===== config.mk =====
export PLATFORM = sky130hd
export DESIGN_NAME = ws_pulse_gen
export DESIGN_NICKNAME = d
export VERILOG_FILES = /design/src/rtl/ws_pkg.sv /design/src/rtl/ws_sel_shadow.sv /design/src/rtl/ws_shape.sv /design/src/rtl/ws_edge_sync.sv /design/src/rtl/ws_pulse_gen.sv
export SDC_FILE = /design/constraint.sdc
export NUM_CORES = 1
export LEC_CHECK = 0
export BUFFER_PORTS_ARGS = -buffer_cell sky130_fd_sc_hd__buf_2
export CAP_MARGIN = 5
export CORE_AREA = 2 2 39 41
export CTS_BUF_LIST = sky130_fd_sc_hd__clkbuf_16
export CTS_CLUSTER_DIAMETER = 60
export CTS_CLUSTER_SIZE = 12
export DETAILED_ROUTE_END_ITERATION = 10
export DIE_AREA = 0 0 41 43
export PLACE_DENSITY = 0.74
export RECOVER_POWER = 100
export SETUP_SLACK_MARGIN = 0.2
export SYNTH_ARGS = -nofsm -noshare
export SYNTH_HDL_FRONTEND = slang
export SYNTH_SLANG_ARGS = --single-unit

===== constraint.sdc =====
create_clock -name clk_i -period 2.9 [get_ports clk_i]
set_input_delay 0.145 -clock clk_i [delete_from_list [all_inputs] [get_ports clk_i]]
set_output_delay 0.145 -clock clk_i [all_outputs]
set_load 0.05 [all_outputs]

===== src/rtl/ws_pkg.sv =====
package ws_pkg;
  localparam int SEL_W = 2;

  typedef enum logic [SEL_W-1:0] {
    STY_EARLY = 2'b00,
    STY_SLOT  = 2'b01,
    STY_LEAD  = 2'b10,
    STY_SHORT = 2'b11
  } ws_style_e;

  typedef enum logic [SEL_W-1:0] {
    FN_INPUT = 2'b00,
    FN_HIGH_A = 2'b01,
    FN_HIGH_B = 2'b10,
    FN_LOW   = 2'b11
  } ws_func_e;
endpackage


===== src/rtl/ws_sel_shadow.sv =====
module ws_sel_shadow
  import ws_pkg::*;
(
  input  logic      clk_i,
  input  logic      rst_ni,
  input  logic      cap_i,
  input  ws_style_e style_i,
  input  ws_func_e  func_i,
  output ws_style_e style_o,
  output ws_func_e  func_o,
  output ws_func_e  func_q_o
);
  ws_style_e style_q;
  ws_func_e  func_q;

  always_ff @(posedge clk_i or negedge rst_ni) begin
    if (!rst_ni) begin
      style_q <= STY_EARLY;
      func_q  <= FN_INPUT;
    end else if (cap_i) begin
      style_q <= style_i;
      func_q  <= func_i;
    end
  end

  // new selection governs the capture tick itself
  assign style_o  = cap_i ? style_i : style_q;
  assign func_o   = cap_i ? func_i  : func_q;
  assign func_q_o = func_q;

  AST_SEL_HOLD: assert property (@(posedge clk_i) disable iff (!rst_ni)
    !cap_i |=> $stable(func_q) && $stable(style_q));
endmodule


===== src/rtl/ws_shape.sv =====
module ws_shape
  import ws_pkg::*;
(
  input  logic      clk_i,
  input  logic      rst_ni,
  input  logic      bit_en_i,
  input  logic      pre_msb_i,
  input  logic      msb_i,
  input  logic      sf_first_i,
  input  logic      sel_i,
  input  ws_style_e style_i,
  output logic      act_o
);
  logic act_q, ext_q;
  logic act_d, ext_d;

  always_comb begin
    act_d = act_q;
    ext_d = 1'b0;
    unique case (style_i)
      STY_EARLY: if (pre_msb_i) act_d = sel_i;
      STY_SLOT:  if (msb_i) act_d = sel_i;
      STY_LEAD:  act_d = pre_msb_i & sel_i;
      STY_SHORT: begin
        if (msb_i) begin
          act_d = sel_i;
          ext_d = sel_i & sf_first_i;
        end else begin
          act_d = ext_q;
        end
      end
      default: act_d = 1'b0;
    endcase
  end

  always_ff @(posedge clk_i or negedge rst_ni) begin
    if (!rst_ni) begin
      act_q <= 1'b0;
      ext_q <= 1'b0;
    end else if (bit_en_i) begin
      act_q <= act_d;
      ext_q <= ext_d;
    end
  end

  assign act_o = act_d;

  AST_LEAD_ONE_BIT: assert property (@(posedge clk_i) disable iff (!rst_ni)
    bit_en_i && style_i == STY_LEAD && !pre_msb_i |=> !act_q);
  AST_SHORT_END: assert property (@(posedge clk_i) disable iff (!rst_ni)
    bit_en_i && style_i == STY_SHORT && !msb_i && !ext_q |=> !act_q);
endmodule


===== src/rtl/ws_edge_sync.sv =====
module ws_edge_sync #(
  parameter int STAGES = 2
) (
  input  logic clk_i,
  input  logic rst_ni,
  input  logic d_i,
  output logic rise_o
);
  localparam int LAST = STAGES - 1;

  logic [LAST:0] sync_q;
  logic          prev_q;

  generate
    if (STAGES == 1) begin : g_one
      always_ff @(posedge clk_i or negedge rst_ni) begin
        if (!rst_ni) sync_q <= '0;
        else         sync_q <= d_i;
      end
    end else begin : g_chain
      always_ff @(posedge clk_i or negedge rst_ni) begin
        if (!rst_ni) sync_q <= '0;
        else         sync_q <= {sync_q[LAST-1:0], d_i};
      end
    end
  endgenerate

  always_ff @(posedge clk_i or negedge rst_ni) begin
    if (!rst_ni) prev_q <= 1'b0;
    else         prev_q <= sync_q[LAST];
  end

  assign rise_o = sync_q[LAST] & ~prev_q;

  AST_RISE_SINGLE: assert property (@(posedge clk_i) disable iff (!rst_ni)
    rise_o |=> !rise_o);
endmodule


===== src/rtl/ws_pulse_gen.sv =====
module ws_pulse_gen
  import ws_pkg::*;
#(
  parameter int SYNC_STAGES = 2
) (
  input  logic             clk_i,
  input  logic             rst_ni,
  input  logic             bit_en_i,
  input  logic             pre_msb_i,
  input  logic             msb_i,
  input  logic             sf_first_i,
  input  logic             sel_i,
  input  logic [SEL_W-1:0] style_i,
  input  logic [SEL_W-1:0] func_i,
  input  logic             ws_in_i,
  output logic             ws_o,
  output logic             ws_oe_o,
  output logic             ptr_rst_o
);
  logic      cap;
  ws_style_e style_eff;
  ws_func_e  func_eff, func_q;
  logic      act;
  logic      rise;
  logic      ws_q, oe_q;

  assign cap = bit_en_i & pre_msb_i;

  ws_sel_shadow u_shadow (
    .clk_i    (clk_i),
    .rst_ni   (rst_ni),
    .cap_i    (cap),
    .style_i  (ws_style_e'(style_i)),
    .func_i   (ws_func_e'(func_i)),
    .style_o  (style_eff),
    .func_o   (func_eff),
    .func_q_o (func_q)
  );

  ws_shape u_shape (
    .clk_i      (clk_i),
    .rst_ni     (rst_ni),
    .bit_en_i   (bit_en_i),
    .pre_msb_i  (pre_msb_i),
    .msb_i      (msb_i),
    .sf_first_i (sf_first_i),
    .sel_i      (sel_i),
    .style_i    (style_eff),
    .act_o      (act)
  );

  ws_edge_sync #(.STAGES(SYNC_STAGES)) u_sync (
    .clk_i  (clk_i),
    .rst_ni (rst_ni),
    .d_i    (ws_in_i),
    .rise_o (rise)
  );

  always_ff @(posedge clk_i or negedge rst_ni) begin
    if (!rst_ni) begin
      ws_q <= 1'b0;
      oe_q <= 1'b0;
    end else if (bit_en_i) begin
      oe_q <= (func_eff != FN_INPUT);
      unique case (func_eff)
        FN_INPUT: ws_q <= 1'b0;
        FN_LOW:   ws_q <= ~act;
        default:  ws_q <= act;
      endcase
    end
  end

  assign ws_o      = ws_q;
  assign ws_oe_o   = oe_q;
  assign ptr_rst_o = rise & (func_q == FN_INPUT);

  AST_UNDRIVEN_LOW: assert property (@(posedge clk_i) disable iff (!rst_ni)
    !ws_oe_o |-> !ws_o);
  AST_OUT_HOLD: assert property (@(posedge clk_i) disable iff (!rst_ni)
    !bit_en_i |=> $stable(ws_o) && $stable(ws_oe_o));
  AST_NO_PTR_DRIVEN: assert property (@(posedge clk_i) disable iff (!rst_ni)
    ptr_rst_o |-> !ws_oe_o);
endmodule


Word-level counts from Yosys, hierarchy flattened
Cells that the tools add are included.

operators by class
  reductions and logical operators = 4
  multiplexer cells = 9
  eq/ne operators = 4
  bitwise operators = 7

operators by type and width
  cell                                                              number
  2-bit == test (second input constant)                             3
  2-bit zero test                                                   3
  1-bit bitwise AND                                                 5
  1-bit two-way mux                                                 5
  2-bit two-way mux                                                 2
  1-bit one-hot mux with 4 select lines                             1
  2-bit by 1-bit == test with 1-bit output (second input constant)  1
  1-bit NOT                                                         2
  1-bit one-hot mux with 2 select lines                             1
  2-bit nonzero test                                                1

word-level totals
  register bits = 11
  bits of input ports = 12
  word-level logic and storage cells = 32
  output and inout port bits = 3

Longest topological paths before layout
  depth in word-level cells = 6
  mapped depth = 7
  gate-level depth less buffers = 6

Hierarchy
A second synthesis with hierarchy kept.

second synthesis, totals
  cell total of the unflattened synthesis = 44
  area, all modules = 531.8 um^2

modules (own cells, without submodules)
  module         cells each  times used  area each (um^2)  sequential area each (um^2)
  ws_shape       18          1           165.2             50.0
  ws_sel_shadow  8           1           145.1             100.1
  ws_pulse_gen   14          1           132.6             50.0
  ws_edge_sync   4           1           88.8              75.1

Worst setup path after synthesis
Ideal clock, no wire load.

  kind = register to output
  from = reg u_shadow.func_q[0], in the netlist u_shadow.func_q_o[0]
  to = out ptr_rst_o
  stages on the path, launching flop included = 2
  buffers on the path = 0
  arrival time = 2027 ps
  required time = 2755 ps
  slack = 728 ps
  cells stage by stage = dfrtp_1 > nor4b_1

between the ends
  longest elaborated chain between the ends = 2

RTL lines
  item                    RTL line             source
  from (decl)             ws_sel_shadow.sv:14  ws_func_e func_q;
  from (signal assigned)  ws_sel_shadow.sv:22  func_q <= func_i;
  2-bit zero test         ws_pulse_gen.sv:75   assign ptr_rst_o = rise & (func_q == FN_INPUT);
  1-bit bitwise AND       ws_pulse_gen.sv:75
  to (decl)               ws_pulse_gen.sv:18   output logic ptr_rst_o

Every way passes these cells.

Final worst setup path
  from = in bit_en_i
  to = reg ws_q, in the netlist ws_o

between the ends
  elaborated cells between the ends (all ways) = 12
  those cells by class = eq/ne (4); mux (4); bitwise (2); reduce/logical (2)

RTL lines
  item                                              RTL line             source
  from (decl)                                       ws_pulse_gen.sv:8    input logic bit_en_i,
  1-bit bitwise AND *                               ws_pulse_gen.sv:27   assign cap = bit_en_i & pre_msb_i;
  2-bit two-way mux *                               ws_sel_shadow.sv:28  assign func_o = cap_i ? func_i : func_q;
  via func_eff[0]                                   ws_pulse_gen.sv:22   ws_func_e func_eff, func_q;
  2-bit == test or 2-bit zero test (tied branches)  ws_pulse_gen.sv:65   unique case (func_eff)
  1-bit one-hot mux with 2 select lines *           ws_pulse_gen.sv:65
  to (signal assigned)                              ws_pulse_gen.sv:67   FN_LOW: ws_q <= ~act;
  to (signal assigned)                              ws_pulse_gen.sv:68   default: ws_q <= act;
  to (decl)                                         ws_pulse_gen.sv:25   logic ws_q, oe_q;

The timed path passes the listed nets; every way through them passes the cells marked *.
A chain may end at the register's enable or synchronous reset.

==> results.txt <==
The power per unit of standard cell area is 731.3 mW/mm^2. The setup clock skew after layout is around 0.0018 ns. The reported net switching power is 0.0001527 W. The total negative setup slack came out at 0 ns.

The area growth from synthesis to layout is 21.36%. The biggest area consumer among synthesized cells is sky130_fd_sc_hd__dfrtp_1. The worst relative slew slack is a little under three fifths. Net switching is about 27% of the power.

sky130_fd_sc_hd__dfrtp_1 is the most common cell in the netlist. The ratio of cells with drive above 1 in the final layout is roughly 27%. The routability congestion estimate from global placement came out at a little under 0.7. Averaged over all synthesized cells, the footprint is approximately 11 um^2. The sequential element share of the synthesized area came out at between 40% and 50%. The startpoint identified for the worst register-to-register timing path is u_shadow.style_q[1]. The tree is rooted in a sky130_fd_sc_hd__clkbuf_16.

Of all nets on the critical path, the largest fanout is 16. The die is 43 um tall. The wire-length estimate of the detail-placed layout is roughly 860 um. The share of power burned in combinational logic came out at between 20% and 30%. For this block, the initial DRC count from the detailed router was 3. For this run, asynchronously set or reset flops after synthesis account for 100.0%. The worst setup path is of the input port to flip-flop kind.

The total length of routed met3 wires came out at around 53 um. Yosys mapped a number of flops with a built-in enable equal to 0. The design draws around 0.00056 W.

The CTS H-tree depth came out at 1. The number of warnings reported in the yosys synthesis log came out at 0. Synthesis handed over a netlist of 55 instances.

STA classifies the critical path endpoint as a flip-flop. The global-route wire length before repair came out at 1.821 mm. The row count came out at 14. The sum of met2 wire segment lengths after detailed routing is ~530 um.

The fraction of post-synthesis cell area in the top cell type by area is between 40% and 50%. The number of placed I/O pins is 15. The iteration count of the initial detailed-routing pass is 2.

Of the total power, the clock network draws around 44%. The net count after synthesis is just under 70. On the worst path, the slowest cell contributes a delay of between 0.4 and 0.5 ns. Tracing the worst setup path back leads to its startpoint at bit_en_i.

The CTS tree is done. The flow ran to the end, and the final reports show no timing, DRC or antenna violations. The class of the tightest hold or removal check is input port to flip-flop. At the pin with the least slew margin, the transition time is ~0.65 ns.

In this run the most critical hold path is launched from ws_in_i. The total overflow reported by the global router is 0. The shortest period the worst path allows came out at 1.739 ns. The arrival time reported for the critical path endpoint came out at 1.85 ns. The repair_antennas step left the layout with diodes totalling 0. The total setup violations reported at the end of the flow came out at 0. The die covers 0.001763 mm^2. The initial antenna violation count came out at 0. The cell at the slowest stage of the critical path is sky130_fd_sc_hd__clkbuf_1. The initial cell density of the core came out at between 40% and 50%.

The portion of total power attributed to sequential cells is about 34%. The source-to-sink clock delay at the later pin of the worst-skew pair is 0.23 ns. The overall fraction of global-route tracks in use is 15.79%. The most used flip-flop cell after synthesis is sky130_fd_sc_hd__dfrtp_1. The TritonCTS sink count came out at 11. The floorplan step set the die width to 41 um. Entering global routing, the biggest net connects 17 pins. Setup repair after global routing left no endpoint under its margin. The count of buffers from port buffering is 14. Cell internal power was estimated by the tool at between 0.0004 and 0.0005 W. The largest buffer count on any clock path is 2. For this block, the routed nets add up to roughly 1.1 mm of wire. Walking the worst path, the cells encountered are clkbuf_1 > nand2_1 > mux2_1 > ha_1 > inv_1 > a31oi_1 > mux2i_1. The critical path required time is 3.01 ns. In this run the top signal layer used is met4.

The via count of the first global-routing pass was 431. The number of clock buffers inserted by TritonCTS is 3. In this run the static leakage power is approximately 0.35 nW. By area the synthesized netlist is led by sky130_fd_sc_hd__dfrtp_1, sky130_fd_sc_hd__buf_6, sky130_fd_sc_hd__mux2i_1. The total core area is 0.001384 mm^2. The antenna violation net count after detailed routing came out at 0. The worst setup path is launched from an input port. Ranked by instance count, the synthesized netlist is headed by sky130_fd_sc_hd__dfrtp_1, sky130_fd_sc_hd__inv_1, sky130_fd_sc_hd__a21oi_1, sky130_fd_sc_hd__nand2_1. The maximum clock frequency came out at between 0.5 and 0.6 GHz. The post-CTS clock slew at the launch and capture registers of the worst setup and hold paths came out at about 0.040 ns.

The number of design rule violations left after detail routing came out at 0. Detailed routing inserted a total of approximately 460 vias. The netlist area before placement is roughly 630 um^2. The number of pins exceeding their max-slew limit in the final report came out at 0. Using the TritonRoute via totals, the vias-per-cell ratio works out to approximately 5.3. The final clock period utilization by the worst path came out at between 50 and 60%. The net count reported at finish is between 80 and 90.

The wire length per cell came out at 12.75 um. The largest voltage drop on the vdd net came out at between 0.4 and 0.5 mV. The final number of hold-violating endpoints came out at 0. Across the run, the number of max-cap violations was 0. The number of register bits inferred by synthesis came out at 11.

The routed metal-1 wirelength is slightly above 500 um. The number of different library cells used by synthesis comes to 26.
per-stage QoR:
stage	worst slack, ns	utilization, %	area [um^2]	instances	hold slack [ns]
2_1_floorplan	0.7283	-	626.9	55	-0.1506
3_3_place_gp	1.340	49.37	683.2	82	0.01828
3_5_place_dp	1.262	49.37	683.2	82	0.02170
4_1_cts	1.459	55.88	773.2	87	0.01265
5_1_grt	1.031	54.97	760.7	87	0.01235
6_report	1.161	54.97	760.7	87	0.01514
path summary, 6_finish.rpt:
path / cells past startpoint / slack (ns) / endpoint
max: 7 / 1.16 / ws_o
min: 1 / 0.02 / u_sync.sync_q[0]
max reg2reg: 5 / 1.47 / ws_o
min reg2reg: 0 / 0.35 / u_sync.sync_q[1]
max in group asynchronous: 2 / 2.11 / u_shape.ext_q
min in group asynchronous: 2 / 0.41 / u_sync.sync_q[1]
logic make-up (layout without fill, tap and decap cells):
logic type	count (synthesis)	in the layout	share of synthesized area, %
DFF	11	11	43.91
muxes	5	5	8.383
adders and majority gates	2	2	3.991
and+or+nand+nor	14	14	13.97
buffers and inverters	8	24	8.383
AOI/OAI and AO/OA	15	15	21.36
flip-flops by register name, summed over array words and instances, names as in the netlist:
name and cells:
u_shadow.func_q_o 2, u_shadow.style_q 2, u_shape.act_q 1, u_shape.ext_q 1, u_sync.prev_q 1, u_sync.sync_q 2, ws_o 1, ws_oe_o 1
repair_timing:
item | in CTS | in global routing
hold buffers | 1 | 0
hold endpoints to repair | 11 | 0
resized for setup | 0 | 0
endpoints found under the setup margin | 0 | 0
buffers inserted | 0 | 0
area by class of cell:
class | instances | area (um^2)
inverter | 5 | 18.77
fill | 121 | 623.1
clock buffer | 3 | 75.07
sequential | 11 | 275.3
multi-input combinational | 36 | 292.8
timing repair buffer | 15 | 73.82
clock inverter | 1 | 5.005
tap | 16 | 20.02
placed cells by master, fill, tap and decap left out:
cell type / count
sky130_fd_sc_hd__buf_2: 9
sky130_fd_sc_hd__a31oi_1: 2
sky130_fd_sc_hd__ha_1: 2
sky130_fd_sc_hd__mux2_2: 1
sky130_fd_sc_hd__a21oi_1: 4
sky130_fd_sc_hd__clkbuf_1: 5
sky130_fd_sc_hd__a21bo_1: 1
sky130_fd_sc_hd__o21bai_4: 1
sky130_fd_sc_hd__clkbuf_16: 3
sky130_fd_sc_hd__a21bo_2: 1
sky130_fd_sc_hd__nand3_1: 2
sky130_fd_sc_hd__mux2i_1: 3
sky130_fd_sc_hd__nor4b_1: 1
sky130_fd_sc_hd__o21ai_1: 1
sky130_fd_sc_hd__and4b_4: 1
sky130_fd_sc_hd__nor2b_1: 2
sky130_fd_sc_hd__clkinv_2: 1
sky130_fd_sc_hd__mux2_1: 1
sky130_fd_sc_hd__nor3b_1: 1
sky130_fd_sc_hd__dlygate4sd3_1: 1
sky130_fd_sc_hd__inv_1: 5
sky130_fd_sc_hd__o32a_2: 1
sky130_fd_sc_hd__o221ai_2: 1
sky130_fd_sc_hd__dfrtp_1: 11
sky130_fd_sc_hd__nor3_1: 1
sky130_fd_sc_hd__o21ai_0: 1
sky130_fd_sc_hd__a32o_1: 2
sky130_fd_sc_hd__nand2b_1: 1
sky130_fd_sc_hd__and4_1: 1
sky130_fd_sc_hd__nand2_1: 4
worst max-delay path, delay by kind of cell:
| kind | cells | cell delay (ns) |
|---|---|---|
| multiplexers | 2 | 0.49 |
| AND/OR/NAND/NOR | 1 | 0.22 |
| adder cells (fa/ha/maj) | 1 | 0.32 |
| buffers and inverters | 2 | 0.53 |
| AO/OA/AOI/OAI | 1 | 0.15 |
per-layer routing:
layer  global-route usage [%]  up-vias
met5                        0        -
met4                    10.00        0
met3                    3.141        2
li1                         -      232
met2                    24.06       12
met1                    19.31      211
power groups by stage:
| stage | clock [W] | sequential (W) | combinational (W) |
|---|---|---|---|
| finish | 0.000247 | 0.000189 | 0.000121 |
| global route | 0.000264 | 0.000192 | 0.000133 |
| CTS | 0.000252 | 0.000189 | 0.000127 |
| detailed placement | 0 | 0.000190 | 0.000126 |
| global placement | 0 | 0.000190 | 0.000121 |
| floorplan | 0 | 0.000214 | 0.0000724 |
No activity file was read; power rests on OpenSTA's default activity.
